## src/rtl/irq_bid_pkg.sv

```systemverilog
package irq_bid_pkg;
  localparam int LVLW = 3;
  localparam int TYPW = 3;
  localparam int BIDW = LVLW + TYPW;

  localparam logic [TYPW-1:0] T_RXD  = 3'd1;
  localparam logic [TYPW-1:0] T_TXD  = 3'd2;
  localparam logic [TYPW-1:0] T_RXST = 3'd3;
  localparam logic [TYPW-1:0] T_BRK  = 3'd4;
  localparam logic [TYPW-1:0] T_TMR  = 3'd5;
  localparam logic [TYPW-1:0] T_INP  = 3'd6;

  // transmit level saturates at 3 so its top bit stays zero
  function automatic logic [LVLW-1:0] tx_level(input logic [LVLW-1:0] free);
    return (free >= 3'd3) ? 3'd3 : free;
  endfunction
endpackage

```

## src/rtl/irq_bid_gen.sv

```systemverilog
module irq_bid_gen
  import irq_bid_pkg::*;
#(
  parameter int NCH = 4,
  localparam int CHW  = (NCH > 1) ? $clog2(NCH) : 1,
  localparam int NEV  = 2 * NCH + 2,
  localparam int NSRC = 4 * NCH + 2
) (
  input  logic [NCH*LVLW-1:0]  rx_cnt,
  input  logic [NCH*LVLW-1:0]  tx_free,
  input  logic [NEV-1:0]       evt_req,
  input  logic [LVLW-1:0]      evt_lvl,
  input  logic [NSRC-1:0]      mask,
  output logic [NSRC-1:0]      req,
  output logic [NSRC*BIDW-1:0] bid,
  output logic [NSRC*LVLW-1:0] fld,
  output logic [NSRC*CHW-1:0]  chan
);
  for (genvar ch = 0; ch < NCH; ch++) begin : g_ch
    localparam int IRX = ch;
    localparam int ITX = NCH + ch;
    localparam int IST = 2 * NCH + ch;
    localparam int IBK = 3 * NCH + ch;
    logic [LVLW-1:0] rc, tf;
    assign rc = rx_cnt[ch*LVLW +: LVLW];
    assign tf = tx_free[ch*LVLW +: LVLW];

    assign req[IRX] = mask[IRX] && (rc != '0);
    assign bid[IRX*BIDW +: BIDW] = {rc, T_RXD};
    assign fld[IRX*LVLW +: LVLW] = rc;
    assign chan[IRX*CHW +: CHW]  = CHW'(ch);

    assign req[ITX] = mask[ITX] && (tf != '0);
    assign bid[ITX*BIDW +: BIDW] = {tx_level(tf), T_TXD};
    assign fld[ITX*LVLW +: LVLW] = tf;
    assign chan[ITX*CHW +: CHW]  = CHW'(ch);

    assign req[IST] = mask[IST] && evt_req[ch];
    assign bid[IST*BIDW +: BIDW] = {evt_lvl, T_RXST};
    assign fld[IST*LVLW +: LVLW] = evt_lvl;
    assign chan[IST*CHW +: CHW]  = CHW'(ch);

    assign req[IBK] = mask[IBK] && evt_req[NCH+ch];
    assign bid[IBK*BIDW +: BIDW] = {evt_lvl, T_BRK};
    assign fld[IBK*LVLW +: LVLW] = evt_lvl;
    assign chan[IBK*CHW +: CHW]  = CHW'(ch);
  end

  localparam int ITM = 4 * NCH;
  localparam int IIN = 4 * NCH + 1;

  assign req[ITM] = mask[ITM] && evt_req[2*NCH];
  assign bid[ITM*BIDW +: BIDW] = {evt_lvl, T_TMR};
  assign fld[ITM*LVLW +: LVLW] = evt_lvl;
  assign chan[ITM*CHW +: CHW]  = '0;

  assign req[IIN] = mask[IIN] && evt_req[2*NCH+1];
  assign bid[IIN*BIDW +: BIDW] = {evt_lvl, T_INP};
  assign fld[IIN*LVLW +: LVLW] = evt_lvl;
  assign chan[IIN*CHW +: CHW]  = '0;
endmodule

```

## src/rtl/irq_bid_arb.sv

```systemverilog
module irq_bid_arb
  import irq_bid_pkg::*;
#(
  parameter int NSRC = 18,
  parameter int CHW  = 2
) (
  input  logic                 clk,
  input  logic                 rst,
  input  logic [NSRC-1:0]      req,
  input  logic [NSRC*BIDW-1:0] bid,
  input  logic [NSRC*LVLW-1:0] fld,
  input  logic [NSRC*CHW-1:0]  chan,
  input  logic [BIDW-1:0]      thr,
  output logic                 found,
  output logic [BIDW-1:0]      w_bid,
  output logic [LVLW-1:0]      w_fld,
  output logic [CHW-1:0]       w_chan
);
  // the threshold is the initial holder; strict compare keeps the lowest index on ties
  always_comb begin
    w_bid  = thr;
    found  = 1'b0;
    w_fld  = '0;
    w_chan = '0;
    for (int i = 0; i < NSRC; i++) begin
      if (req[i] && (bid[i*BIDW +: BIDW] > w_bid)) begin
        w_bid  = bid[i*BIDW +: BIDW];
        found  = 1'b1;
        w_fld  = fld[i*LVLW +: LVLW];
        w_chan = chan[i*CHW +: CHW];
      end
    end
  end

  // a high threshold locks out every transmit bid
  p_tx_locked_r8: assert property (@(posedge clk) disable iff (rst)
    (thr[BIDW-1] && found) |-> (w_bid[TYPW-1:0] != T_TXD));

  // a reported winner is strictly above the threshold
  p_above_thr_r4: assert property (@(posedge clk) disable iff (rst)
    found |-> (w_bid > thr));
endmodule

```

## src/rtl/irq_cir_reg.sv

```systemverilog
module irq_cir_reg
  import irq_bid_pkg::*;
#(
  parameter int CHW = 2,
  localparam int CIRW = LVLW + TYPW + CHW
) (
  input  logic            clk,
  input  logic            rst,
  input  logic            found,
  input  logic [TYPW-1:0] w_typ,
  input  logic [LVLW-1:0] w_fld,
  input  logic [CHW-1:0]  w_chan,
  input  logic            capture,
  output logic            irq_n,
  output logic [CIRW-1:0] cir
);
  logic            ev_found;
  logic [TYPW-1:0] ev_typ;
  logic [LVLW-1:0] ev_fld;
  logic [CHW-1:0]  ev_chan;

  // evaluation latch refreshed every cycle
  always_ff @(posedge clk) begin
    if (rst) begin
      ev_found <= 1'b0;
      ev_typ   <= '0;
      ev_fld   <= '0;
      ev_chan  <= '0;
      irq_n    <= 1'b1;
    end else begin
      ev_found <= found;
      ev_typ   <= w_typ;
      ev_fld   <= w_fld;
      ev_chan  <= w_chan;
      irq_n    <= ~found;
    end
  end

  always_ff @(posedge clk) begin
    if (rst)
      cir <= '1;
    else if (capture)
      cir <= ev_found ? {ev_fld, ev_typ, ev_chan} : '1;
  end

  // the register moves only after a capture request
  p_cir_hold_r6: assert property (@(posedge clk) disable iff (rst)
    !capture |=> $stable(cir));

  // a capture with no pending interrupt reads as all ones
  p_idle_ones_r5: assert property (@(posedge clk) disable iff (rst)
    (capture && irq_n) |=> (cir == '1));
endmodule

```

## src/rtl/irq_bid_arbiter.sv

```systemverilog
module irq_bid_arbiter
  import irq_bid_pkg::*;
#(
  parameter int NCH = 4,
  parameter int DW  = 8,
  localparam int CHW  = (NCH > 1) ? $clog2(NCH) : 1,
  localparam int NEV  = 2 * NCH + 2,
  localparam int NSRC = 4 * NCH + 2,
  localparam int CIRW = LVLW + TYPW + CHW
) (
  input  logic                clk,
  input  logic                rst,
  input  logic                cfg_we,
  input  logic [NSRC-1:0]     cfg_mask,
  input  logic [BIDW-1:0]     cfg_thr,
  input  logic [LVLW-1:0]     cfg_evt_lvl,
  input  logic [NCH*LVLW-1:0] rx_cnt,
  input  logic [NCH*LVLW-1:0] tx_free,
  input  logic [NEV-1:0]      evt_req,
  input  logic                iack,
  input  logic                cir_upd,
  output logic                irq_n,
  output logic [CIRW-1:0]     cir,
  output logic [LVLW-1:0]     gl_cnt,
  output logic [CHW-1:0]      gl_chan,
  input  logic                gl_rd,
  input  logic                gl_wr,
  output logic [NCH-1:0]      rxh_rd,
  output logic [NCH-1:0]      txh_wr,
  input  logic [NCH*DW-1:0]   rx_hold,
  output logic [DW-1:0]       gl_rx_data
);
  logic [NSRC-1:0]      mask_q;
  logic [BIDW-1:0]      thr_q;
  logic [LVLW-1:0]      lvl_q;

  always_ff @(posedge clk) begin
    if (rst) begin
      mask_q <= '0;
      thr_q  <= '0;
      lvl_q  <= '0;
    end else if (cfg_we) begin
      mask_q <= cfg_mask;
      thr_q  <= cfg_thr;
      lvl_q  <= cfg_evt_lvl;
    end
  end

  logic [NSRC-1:0]      req;
  logic [NSRC*BIDW-1:0] bid;
  logic [NSRC*LVLW-1:0] fld;
  logic [NSRC*CHW-1:0]  chan;

  irq_bid_gen #(.NCH(NCH)) u_gen (
    .rx_cnt(rx_cnt), .tx_free(tx_free), .evt_req(evt_req), .evt_lvl(lvl_q),
    .mask(mask_q), .req(req), .bid(bid), .fld(fld), .chan(chan)
  );

  logic            found;
  logic [BIDW-1:0] w_bid;
  logic [LVLW-1:0] w_fld;
  logic [CHW-1:0]  w_chan;

  irq_bid_arb #(.NSRC(NSRC), .CHW(CHW)) u_arb (
    .clk(clk), .rst(rst), .req(req), .bid(bid), .fld(fld), .chan(chan),
    .thr(thr_q), .found(found), .w_bid(w_bid), .w_fld(w_fld), .w_chan(w_chan)
  );

  irq_cir_reg #(.CHW(CHW)) u_cir (
    .clk(clk), .rst(rst), .found(found), .w_typ(w_bid[TYPW-1:0]),
    .w_fld(w_fld), .w_chan(w_chan), .capture(iack | cir_upd),
    .irq_n(irq_n), .cir(cir)
  );

  assign gl_cnt  = cir[CIRW-1 -: LVLW];
  assign gl_chan = cir[CHW-1:0];

  for (genvar ch = 0; ch < NCH; ch++) begin : g_steer
    assign rxh_rd[ch] = gl_rd && (gl_chan == CHW'(ch));
    assign txh_wr[ch] = gl_wr && (gl_chan == CHW'(ch));
  end

  always_comb begin
    gl_rx_data = '0;
    for (int ch = 0; ch < NCH; ch++)
      if (gl_chan == CHW'(ch)) gl_rx_data = rx_hold[ch*DW +: DW];
  end

  // at most one channel strobe at a time
  p_one_strobe_r10: assert property (@(posedge clk) disable iff (rst)
    $onehot0(rxh_rd) && $onehot0(txh_wr));

  // with every source masked off, no interrupt follows
  p_all_masked_r2: assert property (@(posedge clk) disable iff (rst)
    (mask_q == '0) |=> irq_n);
endmodule

```

## config.mk

```make
export PLATFORM = sky130hd
export DESIGN_NAME = irq_bid_arbiter
export DESIGN_NICKNAME = d
export VERILOG_FILES = /design/src/rtl/irq_bid_pkg.sv /design/src/rtl/irq_bid_gen.sv /design/src/rtl/irq_bid_arb.sv /design/src/rtl/irq_cir_reg.sv /design/src/rtl/irq_bid_arbiter.sv
export SDC_FILE = /design/constraint.sdc
export NUM_CORES = 1
export LEC_CHECK = 0
export BUFFER_PORTS_ARGS = -buffer_cell sky130_fd_sc_hd__clkbuf_2
export CAP_MARGIN = 20
export CORE_MARGIN = 4
export CORE_UTILIZATION = 60
export DETAILED_ROUTE_END_ITERATION = 6
export PLACE_DENSITY = 0.82
export REMOVE_ABC_BUFFERS = 1
export SKIP_CTS_REPAIR_TIMING = 1
export SLEW_MARGIN = 10
export SYNTH_ARGS = -nofsm -noshare
export SYNTH_HDL_FRONTEND = slang
export SYNTH_HIERARCHICAL = 1
export SYNTH_SLANG_ARGS = --single-unit
```

## constraint.sdc

```tcl
create_clock -name clk -period 41.5 [get_ports clk]
set_input_delay 2.075 -clock clk [delete_from_list [all_inputs] [get_ports clk]]
set_output_delay 2.075 -clock clk [all_outputs]
set_load 0.02 [all_outputs]
```

==> summary.md <==
| Metric | Value |
|---|---|
| Synth Cell Area | between 10000 and 15000 um2 |
| Worst EP required | ~42 ns |
| Crit-path max FO | 25 |
| Highest-delay cell along the critical path | o21ai_1 |
| Fmax | 26.7 MHz |
| Fin. Hold Viols | 0 |
| Vias | between 9000 and 10000 |
| Slew Limit Fails | 0 |
| Starting DRT DRC Count | slightly below 700 |
| Clk sinks | 45 |
| Largest net degree at the start of global routing | 65 |
| Hold path cells | 2 |
| Largest stage delay on the critical path | 0.85 ns |
| CTS tree | yes |
| GRT Overall Usage | 0.231 |
| Cells after DPL | about 1600 |
| Pwr Density | approximately 36 nW/um2 |
| R2R Path Start | thr_q[5] |
| Max-slew headroom | 0.291 |
| CTS clk-pin slew, worst paths | about 0.07 ns |
| CP most frequent cell | ha_1 |
| CTS max path bufs | 2 |
| Worst-Skew Late Latency | roughly 0.31 ns |
| Width of the die | around 140 um |
| Placer Congestion | 0.935 |
| IO buf count | roughly 130 |
| Core Region | between 15000 and 20000 um2 |
| Final HPWL DP | 18.1 mm |
| Flop2flop setup slack | ~5.5 ns |
| Min Tclk post-route | 37.47 ns |
| Status | complete, no violations |
| Die height | 139 um |
| Initial Util | 0.618 |
| H-Tree Depth | 2 |
| Max-cap violations | 0 |
| Endpoints failing setup | 0 |
| TritonRoute pass-1 iters | 7 |
| Syn Area/Cell | about 7.5 um2 |
| Hold path start | u_cir/ev_fld[1] |
| Worst Reg-to-Reg Cells | 148 |
| Layout cells sized above 1 | 0.183 |
| TNS Setup | 0 ns |
| Post-Syn Instances | 1371 |
| WL/cell | around 15 um |
| Syn. warnings | 6 |
| Final period util | 0.903 |
| Vias in the first global route | 8447 |
| Critical path launch point type | primary input |
| Peak supply drop | 0.0180 mV |
| Hold/Removal Path Class | flip-flop to flip-flop |
| Antenna violations before repair | 0 |
| Die area | between 15000 and 20000 um2 |
| Clk_skew | between 0.01 and 0.015 ns |
| Root buffer cell | clkbuf_16 |
| Num ports | 130 |
| FP Rows | between 40 and 50 |
| Nets | between 1500 and 2000 |
| Crit path DAT | ~38 ns |
| FF-to-FF End | u_cir/ev_found |
| Worst-Margin Slew | between 1 and 1.5 ns |
| Pleak | 0.00466 uW |
| Post-route antenna net violation count | 0 |
| Crit path kind | primary input to flip-flop |
| Layout Cells excl Fill | around 1600 |
| RSZ-0062 raised after global routing | false |
| Vias per std cell | between 5 and 6 |
| Total gr overflow | 0 |
| Post-Route WL | roughly 23 mm |
| Hold Path Sink | u_cir/cir[6] |
| Global-route wire length before repair | 39.2 mm |
| Total CTS buffers | 5 |
| Residual DRC | 0 |
| ANT cells | 0 |
| CP Capture Type | flip-flop |
| Synthesis-to-layout area growth | -4.17% |
## how the worst max path moves through the flow
stage | from | end | slack [ns]
after floorplan | rx_cnt[2] | u_cir/ev_found | 8.61
after global placement | rx_cnt[2] | u_cir/ev_found | 4.94
after detailed placement | rx_cnt[2] | u_cir/ev_found | 3.74
after CTS | rx_cnt[2] | u_cir/ev_found | 4.00
after global routing | rx_cnt[2] | u_cir/irq_n | 0.67
final | rx_cnt[2] | u_cir/ev_found | 4.03
## layout by cell type, fill, tap and decap left out, types with 14 or more instances in the layout
master / count
and2_1: 25
a211o_1: 21
nand2_1: 77
nand3_1: 27
ha_1: 63
nor2b_1: 14
mux2_2: 21
a31oi_1: 25
nor2_1: 124
nand4_1: 17
nor3_1: 20
mux2i_1: 69
dfxtp_1: 43
clkbuf_2: 129
inv_1: 105
o21ai_0: 52
a21oi_1: 76
conb_1: 94
xnor2_1: 20
## routing by layer
metal  track usage  share of wire
met4        0.0669          0.024
met5             0              0
met3        0.0252          0.048
met2         0.400           0.47
met1         0.302           0.45
## power breakdown
group / leakage [uW] / internal (uW) / switching [uW]
Combinational: 0.00421 / 108 / 146
Clock: 0.0000704 / 22.7 / 21.1
Sequential: 0.000372 / 49.4 / 4.59
## flip-flops by register name, indices dropped and copies added, names as in the netlist
name,flops
lvl_q,3
mask_q,18
thr_q,6
u_cir/cir,8
u_cir/ev_chan,2
u_cir/ev_fld,3
u_cir/ev_found,1
u_cir/ev_typ,3
u_cir/irq_n,1
## layout make-up
| cell class | instances | area (um2) |
|---|---|---|
| Clock buffer | 5 | 125 |
| Clock inverter | 3 | 25.0 |
| Fill cell | 1495 | 6820 |
| Inverter | 105 | 394 |
| Multi-Input combinational cell | 1055 | 7480 |
| Sequential cell | 45 | 903 |
| Tap cell | 220 | 275 |
| Timing Repair Buffer | 134 | 683 |
## stage by stage
step,area (um2),power [uW],utilization,hold WS [ns],worst slack [ns]
after floorplan,8770,250,-,0.435,8.61
after global placement,9720,295,0.582,0.457,4.94
after detailed placement,9720,303,0.582,0.473,3.74
after CTS,9870,348,0.591,0.485,4.00
after global routing,9880,386,0.592,0.493,0.669
final,9880,352,0.592,0.487,4.03
## critical path, delay by kind of cell
family | cells | cell delay (ns)
multiplexers | 7 | 1.98
adder cells (fa/ha/maj) | 19 | 5.60
buffers and inverters | 13 | 1.22
AO/OA/AOI/OAI | 62 | 15.89
AND/OR/NAND/NOR | 47 | 10.80
(Power assumes the default switching activity.)
